**src/rtl/lap_pkg.sv**
```systemverilog
package lap_pkg;
  typedef enum logic [1:0] {
    RD_NONE = 2'd0,
    RD_STAT = 2'd1,
    RD_WIDE = 2'd2
  } rd_sel_e;
endpackage

```
**src/rtl/lap_sync.sv**
```systemverilog
module lap_sync #(
  parameter int          W      = 1,
  parameter int          STAGES = 2,
  parameter logic [W-1:0] RST_VAL = '0
) (
  input  logic         clk,
  input  logic         rst_n,
  input  logic [W-1:0] d_i,
  output logic [W-1:0] q_o
);
  logic [STAGES-1:0][W-1:0] stg_q;
  logic [STAGES-1:0][W-1:0] stg_n;

  always_comb begin
    stg_n[0] = d_i;
    for (int s = 1; s < STAGES; s++) stg_n[s] = stg_q[s-1];
  end

  always_ff @(posedge clk or negedge rst_n) begin
    if (!rst_n) stg_q <= {STAGES{RST_VAL}};
    else        stg_q <= stg_n;
  end

  assign q_o = stg_q[STAGES-1];
endmodule

```
**src/rtl/lap_frame.sv**
```systemverilog
module lap_frame #(
  parameter int CTL_W   = 8,
  parameter int DIV_W   = 16,
  parameter int SH_W    = 24,
  parameter int CNT_SAT = 33
) (
  input  logic            clk,
  input  logic            rst_n,
  input  logic            sck_s,
  input  logic            sdi_s,
  input  logic            sen_n_s,
  output logic            start_o,
  output logic            act_o,
  output logic            sck_fall_o,
  output logic            commit_ctl_o,
  output logic            commit_div_o,
  output logic            commit_ref_o,
  output logic [SH_W-1:0] word_o
);
  localparam int CNT_W = $clog2(CNT_SAT + 1);
  localparam logic [CNT_W-1:0] N_CTL = CNT_W'(CTL_W);
  localparam logic [CNT_W-1:0] N_DIV = CNT_W'(DIV_W);
  localparam logic [CNT_W-1:0] N_REF = CNT_W'(SH_W);
  localparam logic [CNT_W-1:0] N_SAT = CNT_W'(CNT_SAT);

  logic            sck_d, sen_n_d;
  logic            sync_q, sync_n;
  logic            act_q, act_n;
  logic [CNT_W-1:0] cnt_q, cnt_n;
  logic [SH_W-1:0]  sh_q, sh_n;
  logic            sck_rise, sck_fall, sen_fall, sen_rise, commit;

  assign sck_rise = sck_s & ~sck_d;
  assign sck_fall = ~sck_s & sck_d;
  assign sen_fall = ~sen_n_s & sen_n_d;
  assign sen_rise = sen_n_s & ~sen_n_d;

  always_comb begin
    sync_n = sync_q;
    if (sen_n_s && !sck_s)                  sync_n = 1'b1;
    else if ((sen_fall || sen_rise) && sck_s) sync_n = 1'b0;

    act_n = act_q;
    if (sen_n_s)       act_n = 1'b0;
    else if (sen_fall) act_n = sync_q & ~sck_s;

    cnt_n = cnt_q;
    sh_n  = sh_q;
    if (sen_n_s) begin
      cnt_n = '0;
      sh_n  = '0;
    end else if (act_q && sck_rise) begin
      sh_n = {sh_q[SH_W-2:0], sdi_s};
      if (cnt_q < N_SAT) cnt_n = cnt_q + 1'b1;
    end
  end

  always_ff @(posedge clk or negedge rst_n) begin
    if (!rst_n) begin
      sck_d   <= 1'b0;
      sen_n_d <= 1'b1;
      sync_q  <= 1'b1;
      act_q   <= 1'b0;
      cnt_q   <= '0;
      sh_q    <= '0;
    end else begin
      sck_d   <= sck_s;
      sen_n_d <= sen_n_s;
      sync_q  <= sync_n;
      act_q   <= act_n;
      cnt_q   <= cnt_n;
      sh_q    <= sh_n;
    end
  end

  assign commit       = sen_rise & act_q & ~sck_s;
  assign commit_ctl_o = commit & (cnt_q == N_CTL);
  assign commit_div_o = commit & (cnt_q == N_DIV);
  assign commit_ref_o = commit & (cnt_q == N_REF);
  assign start_o      = sen_fall & sync_q & ~sck_s;
  assign act_o        = act_q;
  assign sck_fall_o   = sck_fall;
  assign word_o       = sh_q;


  cnt_idle_chk: assert property (@(posedge clk) disable iff (!rst_n)
    sen_n_s |=> (cnt_q == '0));

  cnt_sat_chk: assert property (@(posedge clk) disable iff (!rst_n)
    cnt_q <= N_SAT);

  one_commit_chk: assert property (@(posedge clk) disable iff (!rst_n)
    $onehot0({commit_ctl_o, commit_div_o, commit_ref_o}));

  abort_chk: assert property (@(posedge clk) disable iff (!rst_n)
    (sen_rise && sck_s) |-> !(commit_ctl_o || commit_div_o || commit_ref_o));
endmodule

```
**src/rtl/lap_readout.sv**
```systemverilog
module lap_readout
  import lap_pkg::*;
#(
  parameter int STAT_W = 8,
  parameter int RD_W   = 24
) (
  input  logic              clk,
  input  logic              rst_n,
  input  logic              start_i,
  input  logic              act_i,
  input  logic              sck_fall_i,
  input  logic              sel_stat_i,
  input  logic              sel_wide_i,
  input  logic [STAT_W-1:0] stat_i,
  input  logic              stat_flag_i,
  input  logic [RD_W-1:0]   wide_i,
  output logic              sdo_o,
  output logic              sdo_oe_o
);
  localparam int PAD_W = RD_W - STAT_W - 1;

  rd_sel_e         sel_q, sel_n;
  logic [RD_W-1:0] sh_q, sh_n;
  logic [RD_W-1:0] stat_frame;

  assign stat_frame = {stat_i, stat_flag_i, {PAD_W{1'b0}}};

  always_comb begin
    sel_n = sel_q;
    sh_n  = sh_q;
    if (start_i) begin
      if (sel_stat_i) begin
        sel_n = RD_STAT;
        sh_n  = stat_frame;
      end else if (sel_wide_i) begin
        sel_n = RD_WIDE;
        sh_n  = wide_i;
      end else begin
        sel_n = RD_NONE;
        sh_n  = '0;
      end
    end else if (act_i && sck_fall_i) begin
      sh_n = {sh_q[RD_W-2:0], 1'b0};
    end
  end

  always_ff @(posedge clk or negedge rst_n) begin
    if (!rst_n) begin
      sel_q <= RD_NONE;
      sh_q  <= '0;
    end else begin
      sel_q <= sel_n;
      sh_q  <= sh_n;
    end
  end

  assign sdo_oe_o = act_i & (sel_q != RD_NONE);
  assign sdo_o    = sdo_oe_o & sh_q[RD_W-1];


  stat_prio_chk: assert property (@(posedge clk) disable iff (!rst_n)
    (start_i && sel_stat_i) |=> (sel_q == RD_STAT));
endmodule

```
**src/rtl/lap_serial_port.sv**
```systemverilog
module lap_serial_port #(
  parameter int CTL_W       = 8,
  parameter int DIV_W       = 16,
  parameter int REF_W       = 24,
  parameter int STAT_W      = 8,
  parameter int CNT_SAT     = 33,
  parameter int SYNC_STAGES = 2,
  parameter int RD_STAT_BIT = 7,
  parameter int RD_WIDE_BIT = 6
) (
  input  logic              clk,
  input  logic              rst_n,
  input  logic              sck_i,
  input  logic              sdi_i,
  input  logic              sen_n_i,
  input  logic [STAT_W-1:0] stat_i,
  input  logic              stat_flag_i,
  input  logic [REF_W-1:0]  wide_i,
  output logic [CTL_W-1:0]  ctl_o,
  output logic [DIV_W-1:0]  div_o,
  output logic [REF_W-1:0]  ref_o,
  output logic              sdo_o,
  output logic              sdo_oe_o
);
  logic [2:0]       pins_s;
  logic             sck_s, sdi_s, sen_n_s;
  logic             start, act, sck_fall;
  logic             c_ctl, c_div, c_ref;
  logic [REF_W-1:0] word;
  logic [CTL_W-1:0] ctl_q, ctl_n;
  logic [DIV_W-1:0] div_q, div_n;
  logic [REF_W-1:0] ref_q, ref_n;

  lap_sync #(.W(3), .STAGES(SYNC_STAGES), .RST_VAL(3'b001)) u_sync (
    .clk   (clk),
    .rst_n (rst_n),
    .d_i   ({sck_i, sdi_i, sen_n_i}),
    .q_o   (pins_s)
  );
  assign sck_s   = pins_s[2];
  assign sdi_s   = pins_s[1];
  assign sen_n_s = pins_s[0];

  lap_frame #(.CTL_W(CTL_W), .DIV_W(DIV_W), .SH_W(REF_W), .CNT_SAT(CNT_SAT)) u_frame (
    .clk          (clk),
    .rst_n        (rst_n),
    .sck_s        (sck_s),
    .sdi_s        (sdi_s),
    .sen_n_s      (sen_n_s),
    .start_o      (start),
    .act_o        (act),
    .sck_fall_o   (sck_fall),
    .commit_ctl_o (c_ctl),
    .commit_div_o (c_div),
    .commit_ref_o (c_ref),
    .word_o       (word)
  );

  always_comb begin
    ctl_n = c_ctl ? word[CTL_W-1:0] : ctl_q;
    div_n = c_div ? word[DIV_W-1:0] : div_q;
    ref_n = c_ref ? word            : ref_q;
  end

  always_ff @(posedge clk or negedge rst_n) begin
    if (!rst_n) begin
      ctl_q <= '0;
      div_q <= '0;
      ref_q <= '0;
    end else begin
      ctl_q <= ctl_n;
      div_q <= div_n;
      ref_q <= ref_n;
    end
  end

  lap_readout #(.STAT_W(STAT_W), .RD_W(REF_W)) u_rd (
    .clk         (clk),
    .rst_n       (rst_n),
    .start_i     (start),
    .act_i       (act),
    .sck_fall_i  (sck_fall),
    .sel_stat_i  (ctl_q[RD_STAT_BIT]),
    .sel_wide_i  (ctl_q[RD_WIDE_BIT]),
    .stat_i      (stat_i),
    .stat_flag_i (stat_flag_i),
    .wide_i      (wide_i),
    .sdo_o       (sdo_o),
    .sdo_oe_o    (sdo_oe_o)
  );

  assign ctl_o = ctl_q;
  assign div_o = div_q;
  assign ref_o = ref_q;


  reg_hold_chk: assert property (@(posedge clk) disable iff (!rst_n)
    !$stable({ctl_q, div_q, ref_q}) |-> $past(sen_n_s));

  sdo_z_chk: assert property (@(posedge clk) disable iff (!rst_n)
    sen_n_s |=> !sdo_oe_o);
endmodule

```
**config.mk**
```make
export PLATFORM = sky130hd
export DESIGN_NAME = lap_serial_port
export DESIGN_NICKNAME = d
export VERILOG_FILES = /design/src/rtl/lap_pkg.sv /design/src/rtl/lap_sync.sv /design/src/rtl/lap_frame.sv /design/src/rtl/lap_readout.sv /design/src/rtl/lap_serial_port.sv
export SDC_FILE = /design/constraint.sdc
export NUM_CORES = 1
export LEC_CHECK = 0
export BUFFER_PORTS_ARGS = -buffer_cell sky130_fd_sc_hd__buf_2
export CORE_MARGIN = 2
export CORE_UTILIZATION = 60
export CTS_CLUSTER_DIAMETER = 100
export DETAILED_ROUTE_END_ITERATION = 12
export PLACE_DENSITY = 0.83
export SYNTH_ARGS = -nofsm -noshare
export SYNTH_HDL_FRONTEND = slang
export SYNTH_SLANG_ARGS = --single-unit
```
**constraint.sdc**
```tcl
create_clock -name clk -period 4.3 [get_ports clk]
set_input_delay 0 -clock clk [delete_from_list [all_inputs] [get_ports clk]]
set_output_delay 0 -clock clk [all_outputs]
set_load 0.05 [all_outputs]
```
Word level (Yosys, flattened, before mapping)

Index checks and enable logic that the tools add are counted.

Reductions and logical operators: 13
$add $sub $neg: 1
Eq/ne operators: 3
Bitwise logic cells: 18
Muxes and demuxes: 15
Magnitude comparators: 1

Operators with widths:

| operator                                                               | count |
|---|---|
| 24-bit two-way mux                                                     | 6 |
| 6-bit two-way mux                                                      | 3 |
| 1-bit bitwise AND                                                      | 14 |
| 6-bit by 5-bit equality test with 1-bit output (second input constant) | 2 |
| 2-bit nonzero test                                                     | 6 |
| 6-bit by 1-bit adder with 6-bit output (second input constant)         | 1 |
| 6-bit by 4-bit equality test with 1-bit output (second input constant) | 1 |
| 6-bit < comparator (second input constant)                             | 1 |
| 1-bit logical AND                                                      | 4 |
| 1-bit two-way mux                                                      | 4 |
| 2-bit two-way mux                                                      | 2 |
| 1-bit inverter                                                         | 4 |
| 2-bit AND reduction                                                    | 1 |
| 1-bit zero test                                                        | 1 |
| 1-bit logical OR                                                       | 1 |

Logic and storage cells: 64
Bits of input ports: 38
Register bits: 114
Output and inout bits: 50

Logic depth before layout (Yosys ltp)

Word-level depth: 6
Depth in mapped cells: 9
Depth with buffers taken out: 5

Hierarchy

Synthesis repeated with hierarchy kept, for this count alone.

Cells, all modules: 411
Area total of the unflattened synthesis: 4964.8 sq um

Modules (own cells, without submodules):

| module          | area each (sq um) | seq. area each (sq um) | cells each | instances |
|---|---|---|---|---|
| lap_serial_port | 1941.9            | 1201.2                 | 102        | 1 |
| lap_frame       | 1574.0            | 853.3                  | 168        | 1 |
| lap_readout     | 1296.2            | 650.6                  | 135        | 1 |
| lap_sync        | 152.6             | 152.6                  | 6          | 1 |

Least setup slack after synthesis

OpenSTA, ideal clock, no wires.

Path type: reg2reg
Start point: register u_sync.stg_q (netlist bit u_sync.q_o[0])
End point: register u_rd.sh_q[10]
Stages on the path, launching flop included: 10
Buffers on the path: 4
Library setup time: 0.133 ns
Period minus slack after synthesis: 2.453 ns
Required time: 4.167 ns
Arrival: 2.320 ns
Setup slack: 1.847 ns
Path through: dfstp_2 -> clkbuf_1 -> clkbuf_1 -> inv_1 -> ha_1 -> a22oi_1 -> or2_2 -> clkbuf_1 -> clkbuf_1 -> o21ai_0

Cells in the longest elaborated chain, start to end: 5
Elaborated cells between the ends (all ways): 6
Those cells by class: 1 x mux; 4 x bitwise; 1 x reduce/logical

RTL lines:

| item                                                     | RTL line          | text |
|---|---|---|
| start: declaration                                       | lap_sync.sv:11    | `logic [STAGES-1:0][W-1:0] stg_q;` |
| start signal: assignment                                 | lap_sync.sv:20    | `if (!rst_n) stg_q <= {STAGES{RST_VAL}};` |
| start signal: assignment                                 | lap_sync.sv:21    | `else stg_q <= stg_n;` |
| 1-bit inverter (*)                                       | lap_frame.sv:35   | `assign sen_fall = ~sen_n_s & sen_n_d;` |
| 1-bit bitwise AND (*)                                    | lap_frame.sv:35   |  |
| 1-bit bitwise AND (*) (2 in a row)                       | lap_frame.sv:80   | `assign start_o = sen_fall & sync_q & ~sck_s;` |
| 24-bit two-way mux or 2-bit nonzero test (tied branches) | n/a               |  |
| end signal: assignment                                   | lap_readout.sv:53 | `sh_q <= sh_n;` |
| end: declaration                                         | lap_readout.sv:23 | `logic [RD_W-1:0] sh_q, sh_n;` |

Every way passes the cells marked *; elsewhere a longest branch is shown, timed or not.
A chain may end at the register's enable or synchronous reset.

Worst setup path in the final report

Start point: register u_sync.stg_q (netlist bit u_sync.q_o[0])
End point: register u_rd.sh_q[16]

Same word-level chain as after synthesis.

==> results_dict.tcl <==
set metrics [dict create \
    area_growth_pct 28.2 \
    dr.first_iter.drc_count 182 \
    drive_gt1_share_pct 33.0 \
    cts_max_level 4 \
    yosys_register_bits 114 \
    fin_cells 654 \
    timing.critical_path.buf_inv 2 \
    fin_ws_ns 1.34 \
    grt_max_degree 59 \
    holdWs_ns 0.00447 \
    hold_path_end "u_rd.sh_q[6]" \
    worstPathRequired_ns 4.69 \
    yosysSeqAreaShare_pct 57.9 \
    tns_ns 0 \
    clkSinkCount 114 \
    timing.rr.end "u_rd.sh_q[16]" \
    combPwrFrac_pct 8.1 \
    netlist_area_sq_mm 0.00494 \
    outcome "complete, no violations" \
    synth.distinct_cells 41 \
    p_seq_share_pct 44.1 \
    die-area_sq_mm 0.00897 \
    holdPathStages 4 \
    r2r_cells 6 \
    crit_type "register to register" \
    final_antenna_net_count 0 \
    cts_tree "done" \
    cts_resized 0 \
    clockPowerShare_pct 47.8 \
    die_w_um 94.7 \
    p_leak_uw 0.00315 \
    cts_made_buffers 17 \
    wl_mm 11.7 \
    switchingPower_uw 667 \
    place_congestion 0.860 \
    cp_top_family "flip-flops" \
    ioPinCount 88 \
    core_area_sq_mm 0.00809 \
    viasPerCell 5.84 \
    yosys_warnings 0 \
    reg2reg_setup_slack_ns 1.34 \
    intPower_uw 2130 \
    avgSynthCellArea_sq_um 11.7 \
    maxSlewViolCount 0 \
    grt_pass1_wl_mm 18.9 \
    insertion_delay_ns 0.51 \
    hp-class "input port to register" \
    slowest_delay_ns 0.99 \
    cp-start-kind "register" \
    rsz0062_at_grt "no" \
    drv_cap 0 \
    grt_use_total_pct 27.8 \
    synth_cells 423 \
    clkTransAtPathRegs_ns 0.06 \
    drt_first_pass_iters 4 \
    arrival_ns 3.35 \
    pre_cts_slack_ns 1.45 \
    initial_core_util_pct 61.0 \
    period_share_pct 68.9 \
    setup_violations 0 \
    hold_viol_final 0 \
    rows 33 \
    nNetsFinal 580 \
    netSwitchingFraction_pct 23.9 \
    p_per_area_mw_per_mm2 442 \
    synth_nets 467 \
    slew_headroom_pct 37.8 \
    cp_slowest_cell "dfstp_2" \
    numPortBuffers 87 \
    min_from "wide_i[6]" \
    vdd_drop_max_mv 0.292 \
    cts_buffer_depth 2 \
    totalPowerFinal_uw 2790 \
    grt_pass1_vias 3869 \
    crit_chain "inv_1 -> ha_1 -> nand3b_1 -> a221oi_1 -> dlygate4sd3_1 -> o31ai_1" \
    worst_setup_path_end_kind "register" \
    antenna_found_initial 0 \
    grt.overflow.total 0 \
    wl_per_cell_um 17.9 \
    r2r-start "u_sync.q_o[0]" \
    n_antenna_cell 0 \
    die_height_um 94.7 \
    hpwl_mm 6.49 \
    fmax_mhz 337 \
    placed_cells 586 \
    drc 0 \
    worstMarginPinSlew_ns 0.933 \
    post_cts_buffers 0 \
    period_minus_slack_ns 2.96 \
    routed-via-count 3819 \
    clock_skew_ns 0.00660 \
    critPathMaxFanout 39 \
    cts_root_buf "clkbuf_8" \
]
-- registers in the layout, indices dropped and copies added, names as in the netlist --
| signal | cells |
|---|---|
| u_rd.sel_q | 2 |
| u_frame.sen_n_d | 1 |
| u_frame.act_o | 1 |
| u_frame.word_o | 24 |
| u_frame.sck_d | 1 |
| u_frame.sync_q | 1 |
| div_o | 16 |
| u_sync.q_o | 3 |
| u_sync.stg_n | 3 |
| ctl_o | 8 |
| u_frame.cnt_q | 6 |
| ref_o | 24 |
| u_rd.sh_q | 24 |
-- logic make-up after synthesis --
family	synth area share, %
AND/OR/NAND/NOR	11.4
multiplexers	14.0
flip-flops	57.9
adder cells (fa/ha/maj)	1.52
buffers and inverters	3.55
AO/OA/AOI/OAI	11.7
-- layer usage --
layer	up-vias	global-route usage (%)	routed length, um
li1	1730	-	-
met4	0	12.8	270
met5	-	0	0
met1	1925	35.0	4860
met3	30	7.66	642
met2	134	45.2	5960
-- final cells by class --
cell class,instances,area (sq um)
clock buffers,20,445
inverters,7,26.3
fillers,496,1770
multi-input cells,269,1900
flip-flops and latches,114,2860
clock inverters,12,134
well taps,105,131
repair buffers,127,828
-- placed cells by master, fill, tap and decap left out, types with 6 or more instances in the layout --
cell type      instances
o21ai_0               37
o31ai_1               10
dlygate4sd3_1         36
inv_1                  7
ha_1                   6
and3b_1               16
nand2_1               56
mux2i_1               14
buf_2                 86
a221oi_1               9
a21oi_1               25
mux2_2                49
dfrtp_1              110
clkbuf_16             16
nor2_1                14
-- worst register-to-register path: stages (launching register included) --
cell           delay (ns)
dfstp_2              0.99
inv_1                0.20
ha_1                 0.26
nand3b_1             0.35
a221oi_1             0.11
dlygate4sd3_1        0.63
o31ai_1              0.31
-- worst max-delay path by stage --
stage	depth (start not counted)	slack (ns)	startpoint	end
after global placement	4	1.55	u_sync.q_o[0]	ref_o[9]
after global routing	6	1.18	u_sync.q_o[0]	u_rd.sh_q[16]
final	6	1.34	u_sync.q_o[0]	u_rd.sh_q[16]
after detailed placement	4	1.45	u_sync.q_o[0]	ref_o[10]
after floorplan	9	1.85	u_sync.q_o[0]	u_rd.sh_q[10]
after CTS	6	1.41	u_sync.q_o[0]	u_rd.sh_q[16]
-- cells in the mapped netlist (all sizes together) --
cell type | number | area share [%]
dfrtp | 110 | 56
nand2 | 56 | 4.3
mux2 | 49 | 11
o21ai | 37 | 3.8
a21oi | 25 | 2.5
clkbuf | 20 | 1.5
and3b | 16 | 2.8
mux2i | 14 | 2.8
nor2 | 14 | 1.1
buf | 13 | 1.5
o31ai | 10 | 1.5
a221oi | 9 | 1.6
inv | 7 | 0.53
ha | 6 | 1.5
dfstp | 4 | 2.1
nor2b | 4 | 0.51
a2111oi | 2 | 0.35
a221o | 2 | 0.41
and2 | 2 | 0.30
nand3b | 2 | 0.30
nand4 | 2 | 0.51
nand4b | 2 | 0.35
nor3 | 2 | 0.20
o41ai | 2 | 0.35
a211o | 1 | 0.18
a22oi | 1 | 0.15
a32o | 1 | 0.20
and4bb | 1 | 0.25
nand2b | 1 | 0.13
nand3 | 1 | 0.10
o211ai | 1 | 0.15
o21a | 1 | 0.15
o22ai | 1 | 0.13
o31a | 1 | 0.18
or2 | 1 | 0.13
or4 | 1 | 0.15
or4b | 1 | 0.28
-- repair_timing --
| item | in CTS | in global routing |
|---|---|---|
| endpoints found under the setup margin | 0 | 0 |
| hold buffers | 36 | 0 |
| endpoints found under the hold margin | 83 | 0 |
-- per-stage QoR --
stage | utilization [%] | instance area (sq um)
floorplan | - | 4940
global placement | 66.6 | 5390
detailed placement | 66.6 | 5390
CTS | 78.2 | 6330
global route | 78.2 | 6330
finish | 78.2 | 6330
-- power by group through the flow --
| stage | combinational, uW | clock [uW] | sequential, uW |
|---|---|---|---|
| 5_1_grt | 264 | 1410 | 1240 |
| 3_5_place_dp | 195 | 0 | 1240 |
| 4_1_cts | 222 | 1350 | 1230 |
| 6_report | 227 | 1340 | 1230 |
| 3_3_place_gp | 183 | 0 | 1240 |
| 2_1_floorplan | 136 | 0 | 1220 |
Power figures use the tool's default switching activity.
